**src/rtl/ivtimer64.sv**
```systemverilog
module ivtimer64 #(
  parameter int DATA_W = 32,
  parameter int ADDR_W = 6
) (
  input  logic              clk,
  input  logic              rst_n,
  input  logic              gclk_en,
  input  logic [ADDR_W-1:0] bus_addr,
  input  logic              bus_we,
  input  logic [DATA_W-1:0] bus_wdata,
  input  logic              bus_re,
  output logic [DATA_W-1:0] bus_rdata,
  output logic              irq
);

  localparam int CNT_W = 2 * DATA_W;
  localparam logic [ADDR_W-1:0] A_CTRL = ADDR_W'(8'h00);
  localparam logic [ADDR_W-1:0] A_MODE = ADDR_W'(8'h04);
  localparam logic [ADDR_W-1:0] A_PLO  = ADDR_W'(8'h08);
  localparam logic [ADDR_W-1:0] A_PHI  = ADDR_W'(8'h0C);
  localparam logic [ADDR_W-1:0] A_IEN  = ADDR_W'(8'h10);
  localparam logic [ADDR_W-1:0] A_STAT = ADDR_W'(8'h1C);
  localparam logic [ADDR_W-1:0] A_CLO  = ADDR_W'(8'h20);
  localparam logic [ADDR_W-1:0] A_CHI  = ADDR_W'(8'h24);
  localparam logic [DATA_W-1:0] MODE_MASK = DATA_W'(32'h0000_0F19);

  logic [DATA_W-1:0] mode_q, per_lo_q, per_hi_q, shadow_q;
  logic [CNT_W-1:0]  cnt_q;
  logic [3:0]        psc_q;
  logic              ien_q, flag_q, run_q, g_q1, g_q2;

  wire              wr_ctrl  = bus_we && (bus_addr == A_CTRL);
  wire              do_rst   = wr_ctrl && bus_wdata[8];
  wire              lo_start = bus_we && (bus_addr == A_PLO) && mode_q[4];
  wire              do_start = (wr_ctrl && bus_wdata[0]) || lo_start;
  wire              g_tick   = g_q1 & ~g_q2;
  wire              src_tick = mode_q[3] ? g_tick : 1'b1;
  wire [3:0]        pres     = mode_q[11:8];
  wire              step     = run_q && src_tick && (psc_q == pres);
  wire [CNT_W-1:0]  period   = {per_hi_q, per_lo_q};
  wire              hit      = step && (cnt_q == period);
  wire              rd_stat  = bus_re && (bus_addr == A_STAT);
  wire              rd_clo   = bus_re && (bus_addr == A_CLO);

  assign irq = flag_q & ien_q;

  always_ff @(posedge clk) begin
    if (!rst_n) begin
      g_q1 <= 1'b0;
      g_q2 <= 1'b0;
    end else begin
      g_q1 <= gclk_en;
      g_q2 <= g_q1;
    end
  end

  always_ff @(posedge clk) begin
    if (!rst_n) begin
      mode_q   <= '0;
      per_lo_q <= '0;
      per_hi_q <= '0;
      ien_q    <= 1'b0;
    end else if (bus_we) begin
      case (bus_addr)
        A_MODE:  mode_q   <= bus_wdata & MODE_MASK;
        A_PLO:   per_lo_q <= bus_wdata;
        A_PHI:   per_hi_q <= bus_wdata;
        A_IEN:   ien_q    <= bus_wdata[0];
        default: ;
      endcase
    end
  end

  always_ff @(posedge clk) begin
    if (!rst_n) begin
      run_q <= 1'b0;
      cnt_q <= '0;
      psc_q <= '0;
    end else if (do_rst) begin
      run_q <= 1'b0;
      cnt_q <= '0;
      psc_q <= '0;
    end else if (do_start) begin
      run_q <= 1'b1;
      cnt_q <= '0;
      psc_q <= '0;
    end else if (run_q && src_tick) begin
      if (psc_q == pres) begin
        psc_q <= '0;
        if (cnt_q == period) begin
          cnt_q <= '0;
          if (!mode_q[0]) run_q <= 1'b0;
        end else begin
          cnt_q <= cnt_q + CNT_W'(1);
        end
      end else begin
        psc_q <= psc_q + 4'd1;
      end
    end
  end

  always_ff @(posedge clk) begin
    if (!rst_n)       flag_q <= 1'b0;
    else if (do_rst)  flag_q <= 1'b0;
    else if (hit)     flag_q <= 1'b1;
    else if (rd_stat) flag_q <= 1'b0;
  end

  always_ff @(posedge clk) begin
    if (!rst_n) begin
      shadow_q  <= '0;
      bus_rdata <= '0;
    end else begin
      if (rd_clo) shadow_q <= cnt_q[CNT_W-1:DATA_W];
      if (bus_re) begin
        case (bus_addr)
          A_MODE:  bus_rdata <= mode_q;
          A_PLO:   bus_rdata <= per_lo_q;
          A_PHI:   bus_rdata <= per_hi_q;
          A_IEN:   bus_rdata <= {{(DATA_W-1){1'b0}}, ien_q};
          A_STAT:  bus_rdata <= {{(DATA_W-1){1'b0}}, flag_q};
          A_CLO:   bus_rdata <= cnt_q[DATA_W-1:0];
          A_CHI:   bus_rdata <= shadow_q;
          default: bus_rdata <= '0;
        endcase
      end
    end
  end

  p_wrap_r3: assert property (@(posedge clk) disable iff (!rst_n)
    hit |=> (cnt_q == '0));
  p_oneshot_stop_r4: assert property (@(posedge clk) disable iff (!rst_n)
    (hit && !mode_q[0] && !do_start && !do_rst) |=> !run_q);
  p_idle_hold_r4: assert property (@(posedge clk) disable iff (!rst_n)
    (!run_q && !do_start && !do_rst) |=> $stable(cnt_q));
  p_cont_run_r5: assert property (@(posedge clk) disable iff (!rst_n)
    (hit && mode_q[0] && !do_rst) |=> run_q);
  p_gpulse_r7: assert property (@(posedge clk) disable iff (!rst_n)
    g_tick |=> !g_tick);
  p_shadow_hold_r8: assert property (@(posedge clk) disable iff (!rst_n)
    !rd_clo |=> $stable(shadow_q));
  p_match_wins_r9: assert property (@(posedge clk) disable iff (!rst_n)
    (hit && !do_rst) |=> flag_q);
  p_swrst_r11: assert property (@(posedge clk) disable iff (!rst_n)
    do_rst |=> (!run_q && cnt_q == '0 && !flag_q && !irq));

endmodule

```
**config.mk**
```make
export PLATFORM = sky130hd
export DESIGN_NAME = ivtimer64
export DESIGN_NICKNAME = d
export VERILOG_FILES = /design/src/rtl/ivtimer64.sv
export SDC_FILE = /design/constraint.sdc
export NUM_CORES = 1
export LEC_CHECK = 0
export ABC_AREA = 1
export CORE_ASPECT_RATIO = 0.6
export CORE_MARGIN = 4
export CORE_UTILIZATION = 45
export CTS_CLUSTER_SIZE = 20
export DETAILED_ROUTE_END_ITERATION = 8
export DONT_BUFFER_PORTS = 1
export GPL_ROUTABILITY_DRIVEN = 0
export PLACE_DENSITY_LB_ADDON = 0.1
export SYNTH_ARGS = -nofsm -noshare
export SYNTH_HDL_FRONTEND = slang
export SYNTH_SLANG_ARGS = --single-unit
```
**constraint.sdc**
```tcl
create_clock -name clk -period 3.39 [get_ports clk]
set_input_delay 0.5085 -clock clk [delete_from_list [all_inputs] [get_ports clk]]
set_output_delay 0.5085 -clock clk [all_outputs]
set_load 0.005 [all_outputs]
```
## Word level (Yosys, flattened, before mapping)

Cells that the tools add are included.

- Input bits: 43
- Memories kept: 0
- Output and inout port bits: 33
- Latch bits: 0
- RAM bits: 0
- Register bits: 208
- Bits in read-only memories: 0

- Shift-type cells: 0
- $mul: 0
- Magnitude comparators: 0
- Div/mod/pow operators: 0
- Reduce and logical (&&, ||, !) cells: 24
- Multiplexer cells: 11
- Bitwise gates (word level): 4
- Equality and inequality tests: 10
- Add/subtract/negate cells: 2

Operators by type and width:

| cell | number |
|---|---|
| 32-bit one-hot mux with 7 select lines | 1 |
| 64-bit by 1-bit adder with 64-bit output, second input constant | 1 |
| 64-bit equality test | 1 |
| 64-bit 2-to-1 mux | 1 |
| 6-bit by 4-bit equality test with 1-bit output, second input constant | 2 |
| 6-bit by 5-bit equality test with 1-bit output, second input constant | 2 |
| 6-bit equality test, second input constant | 2 |
| 1-bit logical AND | 10 |
| 2-bit AND reduction | 5 |
| 1-bit 2-to-1 mux | 8 |
| 2-bit nonzero test | 4 |
| 6-bit by 3-bit equality test with 1-bit output, second input constant | 1 |
| 6-bit logical NOT | 1 |
| 4-bit by 1-bit adder with 4-bit output, second input constant | 1 |
| 4-bit equality test | 1 |
| 4-bit 2-to-1 mux | 1 |
| 4-bit AND reduction | 1 |
| 3-bit OR reduction | 1 |
| 1-bit bitwise AND | 2 |
| 2-bit by 1-bit inequality test with 1-bit output, second input constant | 1 |
| 1-bit inverter | 2 |
| 2-bit OR reduction | 1 |
| 1-bit logical OR | 1 |

## Depth between registers and ports, before layout

Gate-level depths: netlist (run 1).

- Word-level depth: 7
- Gate-level depth with buffers: 13

## Worst setup path before layout (run 1)

Ideal clock, no wire load.

- Kind: input-to-reg
- From: input bus_addr[1]
- To: register shadow_q[11]
- Setup time: 0.122 ns
- Stages: 8
- Data arrival time: 1.596 ns
- Slack: 1.673 ns
- Cell sequence: nor2_1 > nand2_1 > nor3_2 > inv_1 > nor2_1 > buf_2 > buf_2 > a21oi_1

- Word-level cells in the longest chain between the ends: 2

Ends and longest elaborated chain:

| element | RTL line | source |
|---|---|---|
| start, declared | 8 | `input logic [ADDR_W-1:0] bus_addr,` |
| 6-bit equality test | 43 | `wire rd_clo = bus_re && (bus_addr == A_CLO);` |
| 1-bit logical AND | 43 |  |
| end signal, assigned | 114 | `if (rd_clo) shadow_q <= cnt_q[CNT_W-1:DATA_W];` |
| end, declared | 27 | `logic [DATA_W-1:0] mode_q, per_lo_q, per_hi_q, shadow_q;` |

No other way between the ends.
A chain may end at the register's enable or synchronous reset.

## Worst setup path in the final report (run 1)

- From: register cnt_q[48]
- To: register cnt_q[26]

- Word-level cells in the longest chain between the ends: 2

Ends and longest elaborated chain:

| element | RTL line | source |
|---|---|---|
| start, declared | 28 | `logic [CNT_W-1:0] cnt_q;` |
| start signal, assigned | 94 | `cnt_q <= cnt_q + CNT_W'(1);` |
| 64-bit equality test | 90 | `if (cnt_q == period) begin` |
| 64-bit 2-to-1 mux | 90 |  |

No other way between the ends.

==> results of run 1 <==
[critical path, cell delays in order (launching register included)]
cell and delay [ns]:
dfxtp_1 0.49, inv_1 0.16, nand2_1 0.09, nand2_1 0.05, nor2_1 0.12, nand2_1 0.08
nor2_1 0.22, nand2_1 0.15, nor2_1 0.20, nand3_2 0.15, nand2_4 0.57, nor2_1 0.12
[logic make-up (layout without fill, tap and decap cells)]
logic type / count (synthesis) / count (layout) / share of synthesized area
buffers and inverters: 250 / 250 / 0.0948
AO/OA/AOI/OAI: 303 / 303 / 0.151
multiplexers: 1 / 1 / 0.000938
XOR/XNOR: 59 / 59 / 0.0484
adder cells (fa/ha/maj): 2 / 2 / 0.00234
flip-flops: 208 / 208 / 0.390
AND/OR/NAND/NOR: 795 / 795 / 0.312
[power groups by stage]
stage	combinational (mW)	clock (mW)	sequential, mW
3_5_place_dp	0.114	0	2.52
2_1_floorplan	0.104	0	2.51
6_report	0.116	2.51	2.46
3_3_place_gp	0.113	0	2.52
4_1_cts	0.115	2.53	2.46
5_1_grt	0.128	2.64	2.46
[worst paths after layout]
check	startpoint	end	slack (ns)	cells after the start
worst max register to register	cnt_q[48]	cnt_q[26]	0.80	11
worst min register to register	g_q1	g_q2	0.44	2
worst min-delay path	bus_we	ien_q	0.1	1
worst max-delay path	cnt_q[48]	cnt_q[26]	0.80	11
[synth_stat cells (all sizes together)]
master and instances:
a21oi 117, xor2 56, xnor2 3, a211oi 1, and2 1, buf 22, a311oi 1, clkinv 1
o2bb2ai 1, nand4 21, nor2 254, nand3 75, clkbuf 39, o2111ai 6, o21ai 147, a31o 1
o22ai 8, a22oi 21, nor3 36, mux2i 1, dfxtp 208, nand3b 6, inv 188, nand2 401
or2 1, ha 2
[metal layers]
| layer | vias up | part of all wire |
|---|---|---|
| li1 | 5151 | - |
| met1 | 5012 | 0.49 |
| met2 | 605 | 0.35 |
| met3 | 36 | 0.15 |
| met4 | 0 | 0.012 |
| met5 | - | 0 |
[per-stage QoR]
step	std cells	cell area (sq um)	hold WS, ns
floorplan	1618	10700	0.414
global placement	1893	10900	0.423
detailed placement	1893	10900	0.434
CTS	1933	11700	0.0849
global route	1933	11700	0.0839
finish	1933	11700	0.0988
[final cells by class]
| cell class | instances | area share |
|---|---|---|
| Tap cell | 315 | 0.0337 |
| Clock buffer | 28 | 0.0525 |
| Multi-Input combinational cell | 1160 | 0.472 |
| Timing Repair Buffer | 21 | 0.0135 |
| Clock inverter | 12 | 0.0109 |
| Sequential cell | 208 | 0.357 |
| Inverter | 189 | 0.0607 |
[registers in the layout (all words and copies together) (netlist names), 4 cells and up]
register   cells
bus_rdata     32
mode_q         7
psc_q          4
per_lo_q      32
cnt_q         64
shadow_q      32
per_hi_q      32
==> impl_metrics.json, run 1 <==
{
  "criticalPathCategory": "flip-flop to flip-flop",
  "cp.required_ns": 3.76,
  "drt_iter0_drc": 1375,
  "slew_viol_final": 0,
  "period_needed_ns": 2.59,
  "p_sw_frac": 0.229,
  "synth_area_leaders": "dfxtp_1 39%, nand2_1 14%, nor2_1 8.4%",
  "final_util": 0.504,
  "grt_max_degree": 108,
  "yosys_warnings": 0,
  "grt_pass1_vias": 9504,
  "start_kind": "flip-flop",
  "post_cts_buffers": 0,
  "clk_latency_ns": 0.52,
  "fin_crit_sh": 0.763,
  "ys_ff_latch": 208,
  "p_clk_frac": 0.493,
  "area_growth_pct": 9.39,
  "power_mw": 5.09,
  "grt_use_met1": 0.488,
  "htreeDepth": 1,
  "syn-cell-area_sq_um": 10700,
  "die_y_um": 127,
  "internal_power_mw": 3.92,
  "cts.path.max_buffers": 3,
  "port_buffers": 0,
  "top_usage_layer": "met1",
  "place_ws_ns": 0.932,
  "switchingPower_mw": 1.16,
  "relSlewSlack": 0.355,
  "synth_cells": 1618,
  "clock_skew_ns": 0.0195,
  "met2_usage": 0.350,
  "drt_wl_total_um": 38600,
  "regArea_sq_um": 4160,
  "syn-num-nets": 1663,
  "numClockSinks": 208,
  "initial_utilization": 0.460,
  "antenna_found_initial": 0,
  "fp.dieW_um": 207,
  "clk_pin_slew_ns": 0.06,
  "final_antenna_net_count": 0,
  "routed_via_density": 5.59,
  "leakagePower_nw": 4.60,
  "coreArea_sq_um": 23200,
  "fillers": 2358,
  "cts_made_buffers": 22,
  "avgSynthCellArea_sq_um": 6.60,
  "nNetsFinal": 1647,
  "antenna_cells": 0,
  "worstPathMaxFanout": 62,
  "mostFrequentLayoutCells": "397 x nand2_1, 238 x nor2_1, 208 x dfxtp_1",
  "multi_input_area_sq_um": 5510,
  "cp-end-kind": "flip-flop",
  "hold_path_class": "primary input to flip-flop",
  "powerDensity_nw_per_um2": 435,
  "final_common_cell": "nand2_1",
  "drive_gt1_frac": 0.0593,
  "num_vias": 10800,
  "hpwl_um": 29100,
  "cts-root-buf": "clkbuf_16",
  "hold_viol_final": 0,
  "arrival_ns": 2.95,
  "cap_violations": 0,
  "synth_top_cell_area_share": 0.390,
  "worst_slew_pin_slew_ns": 0.957,
  "synth_cell_types": 37,
  "fin_ws_ns": 0.804,
  "rows": 43,
  "tns_ns": 0,
  "grt_pass1_wl_um": 58400,
  "combPwrFrac": 0.023,
  "cts_resized": 0,
  "ys_seq_area_frac": 0.390,
  "ir_worst_vdd_v": 0.000239,
  "cts_hold_buf": 0,
  "rsz0062_at_grt": "false",
  "status": "completed",
  "fmax_mhz": 387,
  "seq_power_share": 0.484,
  "drtPass1Iterations": 7,
  "wire_per_inst_um": 19.9,
  "grt.overflow.total": 0,
  "drc": 0,
  "gr-usage-met3": 0.0850,
  "setup_viol": 0,
  "cts_tree": "done",
  "io_pins": 76,
  "yosysTopAreaCell": "dfxtp_1",
  "dieArea_sq_um": 26300,
  "grt_usage": 0.288
}
Power figures use the tool's default switching activity.
==> run 2: changes to the inputs <==
clock period = 2.68 ns   (was 3.39 ns; I/O delays follow)
==> run 2 against run 1 <==
- via count shrank 0.45%
- flip-flop and latch count is the same
- routed wire length grew 1.6%
- combinational power grew 40%
- utilization grew 0.34 points
- final cell count grew 0.52%
- worst setup slack lost 0.54 ns
- fmax grew 7.1%
- critical path type unchanged
- critical endpoint is now cnt_q[52]
- largest cell class unchanged
- largest power group is now registers
==> impl_metrics.json, run 2 (same netlist as run 1, synthesis figures left out) <==
{
  "clk_latency_ns": 0.52,
  "status": "completed",
  "final_common_cell": "nand2_1",
  "worst_slew_pin_slew_ns": 0.768,
  "fin_hold_ws_ns": 0.0199,
  "worstReg2RegStart": "cnt_q[25]",
  "nNetsFinal": 1660,
  "routed_via_density": 5.54,
  "grt_pass1_wl_um": 59100,
  "port_buffers": 0,
  "cp-end-kind": "flip-flop",
  "ir_worst_vdd_v": 0.000294,
  "powerDensity_nw_per_um2": 533,
  "drt_iter0_drc": 1514,
  "coreArea_sq_um": 23200,
  "final_antenna_net_count": 0,
  "leakagePower_nw": 4.64,
  "relSlewSlack": 0.483,
  "r2r_cells": 9,
  "min_to": "per_hi_q[15]",
  "arrival_ns": 2.81,
  "fin_crit_sh": 0.901,
  "fmax_mhz": 414,
  "final_util": 0.507,
  "slew_viol_final": 0,
  "setup_viol": 0,
  "cts_made_buffers": 21,
  "drc": 0,
  "cts_resized": 0,
  "cts_tree": "done",
  "crit_slowest_cell": "nor3_1",
  "cts-root-buf": "clkbuf_16",
  "clk_pin_slew_ns": 0.06,
  "cts_hold_buf": 3,
  "tns_ns": 0,
  "largest_register": "cnt_q",
  "start_kind": "flip-flop",
  "grt_max_degree": 108,
  "rows": 43,
  "period_needed_ns": 2.41,
  "grt.overflow.total": 0,
  "htreeDepth": 1,
  "criticalPathCategory": "flip-flop to flip-flop",
  "cpMostUsedCell": "nand2_1",
  "rsz0062_at_grt": "false",
  "cts.path.max_buffers": 3,
  "hold_viol_final": 0,
  "grt_usage": 0.292,
  "reg2reg_setup_slack_ns": 0.27,
  "cp_top_family": "simple AND/OR/NAND/NOR gates",
  "drt_wl_total_um": 39200,
  "hold_path_class": "primary input to flip-flop",
  "cp.required_ns": 3.08,
  "dieArea_sq_um": 26300,
  "num_vias": 10800,
  "clock_skew_ns": 0.00973,
  "fp.dieW_um": 207,
  "antenna_cells": 0,
  "initial_utilization": 0.460,
  "antenna_found_initial": 0,
  "wire_per_inst_um": 20.1,
  "mostFrequentLayoutCells": "397 x nand2_1, 238 x nor2_1, 208 x dfxtp_1",
  "cap_violations": 0,
  "hold_depth": 2,
  "grt_pass1_vias": 9538,
  "drive_gt1_frac": 0.0614,
  "rr_endpoint": "cnt_q[52]",
  "path_cells": "nand2_1 -> inv_1 -> nand3_1 -> nor3_1 -> nand2_1 -> nor2_1 -> nand2_1 -> xor2_1 -> nor2_1",
  "worstPathMaxFanout": 5,
  "largest_reg_flops": 64,
  "post_cts_buffers": 0,
  "numClockSinks": 208,
  "slowest_delay_ns": 0.60,
  "area_growth_pct": 10.1,
  "drtPass1Iterations": 6,
  "die_y_um": 127,
  "io_pins": 76,
  "hpwl_um": 29400,
  "hold_start": "rst_n",
  "fillers": 2328,
  "crit_buf_inv": 1
}
[run 2: changes by cell type in the layout (fill, tap and decap cells not counted), sizes merged]
cell,before,now
dlygate4sd3,0,3
inv,188,190
clkinv,10,5
buf,21,32
clkinvlp,1,0
[run 2: worst reg2reg max path, stage by stage, from the launching register on]
cell,delay [ns]
dfxtp_1,0.49
nand2_1,0.17
inv_1,0.10
nand3_1,0.18
nor3_1,0.60
nand2_1,0.17
nor2_1,0.29
nand2_1,0.11
xor2_1,0.15
nor2_1,0.05
[run 2: power breakdown]
part	internal, mW	total (mW)	switching, mW
Sequential	3.10	3.11	0.00992
Clock	1.70	3.00	1.30
Combinational	0.0479	0.162	0.114
[run 2: cell type report]
type                       instances  area, sq um  share of cell area
clock buffer                      28          572              0.0486
clock inverter                     8         97.6             0.00830
inverter                         189          709              0.0603
multi-input combinational       1160         5510               0.469
sequential                       208         4160               0.354
tap                              315          394              0.0335
timing repair buffer              35          308              0.0262
[run 2: worst max-delay path by stage]
stage               startpoint         to  slack, ns  depth (start not counted)
floorplan             cnt_q[1]  cnt_q[34]       0.99                         10
global placement     cnt_q[25]  cnt_q[52]       0.43                          9
detailed placement   cnt_q[25]  cnt_q[52]       0.50                          9
CTS                  cnt_q[25]  cnt_q[52]       0.49                          9
global route         cnt_q[25]  cnt_q[52]       0.24                          9
finish               cnt_q[25]  cnt_q[52]       0.27                          9
[run 2: routing by layer]
metal | GRT usage | share of wire | up-vias
li1 | - | - | 5175
met1 | 0.494 | 0.50 | 4957
met2 | 0.349 | 0.34 | 572
met3 | 0.0949 | 0.14 | 51
met4 | 0.0462 | 0.014 | 0
met5 | 0 | 0 | -
[run 2: stage by stage]
stage | worst slack, ns | cells | area, sq um | total power, mW
6_report | 0.267 | 1943 | 11800 | 6.27
5_1_grt | 0.238 | 1943 | 11800 | 6.44
4_1_cts | 0.487 | 1943 | 11800 | 6.30
3_5_place_dp | 0.500 | 1904 | 11100 | 3.34
3_3_place_gp | 0.429 | 1904 | 11100 | 3.34
2_1_floorplan | 0.994 | 1618 | 10700 | 3.31
==> run 3: changes to the inputs <==
CTS_BUF_LIST = sky130_fd_sc_hd__clkbuf_8   (was default)
==> run 3 against run 2 <==
- final cell count increased by 2.1%
- sequential share of layout area decreased by 0.54 points
- critical endpoint unchanged
- routed wire length increased by 4.4%
- largest cell class unchanged
==> impl_metrics.json, run 3 (same netlist as run 1, synthesis figures left out) <==
{
  "post_cts_buffers": 0,
  "crit_buf_inv": 1,
  "drc": 0,
  "num_vias": 11000,
  "start_kind": "flip-flop",
  "mostFrequentLayoutCells": "397 x nand2_1, 238 x nor2_1, 208 x dfxtp_1",
  "initial_utilization": 0.460,
  "met2_usage": 0.362,
  "clock_skew_ns": 0.0271,
  "fin_crit_sh": 0.882,
  "drt_wl_total_um": 40900,
  "period_needed_ns": 2.36,
  "cpMostUsedCell": "nand2_1",
  "antenna_found_initial": 0,
  "criticalPathCategory": "flip-flop to flip-flop",
  "largest_reg_flops": 64,
  "cts_hold_buf": 20,
  "status": "completed",
  "port_buffers": 0,
  "cts.path.max_buffers": 3,
  "grt_use_met1": 0.503,
  "cp.depth": 9,
  "slew_viol_final": 0,
  "setup_viol": 0,
  "cts_resized": 0,
  "cp_top_family": "simple AND/OR/NAND/NOR gates",
  "routed_via_density": 5.54,
  "hold_viol_final": 0,
  "drive_gt1_frac": 0.0707,
  "die_y_um": 127,
  "switchingPower_mw": 1.50,
  "fmax_mhz": 423,
  "htreeDepth": 2,
  "leakagePower_nw": 4.77,
  "cts_made_buffers": 36,
  "cts-root-buf": "clkbuf_8",
  "final_antenna_net_count": 0,
  "slowest_delay_ns": 0.57,
  "combPwrFrac": 0.035,
  "numClockSinks": 208,
  "seq_power_share": 0.507,
  "p_sw_frac": 0.244,
  "cp.required_ns": 3.10,
  "drt_iter0_drc": 1558,
  "fillers": 2354,
  "crit_slowest_cell": "nor3_1",
  "cts_tree": "done",
  "cap_violations": 0,
  "p_clk_frac": 0.458,
  "worst_slew_pin_slew_ns": 1.07,
  "hpwl_um": 29400,
  "arrival_ns": 2.79,
  "ir_worst_vdd_v": 0.000224,
  "top_usage_layer": "met1",
  "nNetsFinal": 1692,
  "drtPass1Iterations": 5,
  "grt_max_degree": 61,
  "dieArea_sq_um": 26300,
  "rsz0062_at_grt": "false",
  "r2r_cells": 9,
  "io_pins": 76,
  "wire_per_inst_um": 20.6,
  "internal_power_mw": 4.65,
  "fp.dieW_um": 207,
  "powerDensity_nw_per_um2": 515,
  "clk_pin_slew_ns": 0.06,
  "relSlewSlack": 0.284,
  "path_cells": "nand2_1 -> inv_1 -> nand3_1 -> nor3_1 -> nand2_1 -> nor2_1 -> nand2_1 -> xor2_1 -> nor2_1",
  "clk_latency_ns": 0.56,
  "grt_pass1_wl_um": 61400,
  "gr-usage-met3": 0.121,
  "rows": 43,
  "largest_register": "cnt_q",
  "grt_pass1_vias": 9894,
  "hold_path_class": "primary input to flip-flop",
  "area_growth_pct": 11.8,
  "antenna_cells": 0,
  "grt.overflow.total": 0,
  "worstPathMaxFanout": 5,
  "cp-end-kind": "flip-flop",
  "final_util": 0.515,
  "tns_ns": 0,
  "hold_depth": 2,
  "coreArea_sq_um": 23200,
  "final_common_cell": "nand2_1",
  "grt_usage": 0.308
}
[run 3: path summary, 6_finish.rpt]
kind                            slack, ns            to  startpoint
worst max-delay path                 0.32     cnt_q[52]   cnt_q[25]
worst min-delay path                 0.01  per_hi_q[23]       rst_n
worst min register to register       0.44          g_q2        g_q1
worst max register to register       0.32     cnt_q[52]   cnt_q[25]
[run 3: power by group through the flow]
stage          registers [mW]  logic [mW]  clock network, mW
2_1_floorplan            3.18       0.131                  0
6_report                 3.12       0.216               2.82
4_1_cts                  3.12       0.210               2.84
3_5_place_dp             3.18       0.154                  0
3_3_place_gp             3.18       0.153                  0
5_1_grt                  3.11       0.233               2.99
[run 3: area by class of cell]
| cell class | instances | area (sq um) | share of cell area |
|---|---|---|---|
| repair buffers | 52 | 488 | 0.0409 |
| well taps | 315 | 394 | 0.0330 |
| flip-flops and latches | 208 | 4160 | 0.349 |
| clock buffers | 44 | 606 | 0.0507 |
| clock inverters | 15 | 65.1 | 0.00545 |
| inverters | 189 | 709 | 0.0594 |
| multi-input cells | 1160 | 5510 | 0.462 |
[run 3: per-stage QoR]
stage / hold slack, ns / cells / cell area [sq um] / setup WS, ns / total power, mW
2_1_floorplan: 0.414 / 1618 / 10700 / 0.994 / 3.31
3_3_place_gp: 0.422 / 1904 / 11100 / 0.429 / 3.34
3_5_place_dp: 0.429 / 1904 / 11100 / 0.500 / 3.34
4_1_cts: 0.00192 / 1983 / 11900 / 0.472 / 6.17
5_1_grt: 0.00453 / 1983 / 11900 / 0.240 / 6.34
6_report: 0.0148 / 1983 / 11900 / 0.317 / 6.15
[run 3: layer usage]
| metal | up-vias | routed length [um] |
|---|---|---|
| li1 | 5243 | - |
| met1 | 5039 | 20200 |
| met2 | 636 | 13800 |
| met3 | 58 | 6150 |
| met4 | 0 | 690 |
| met5 | - | 0 |
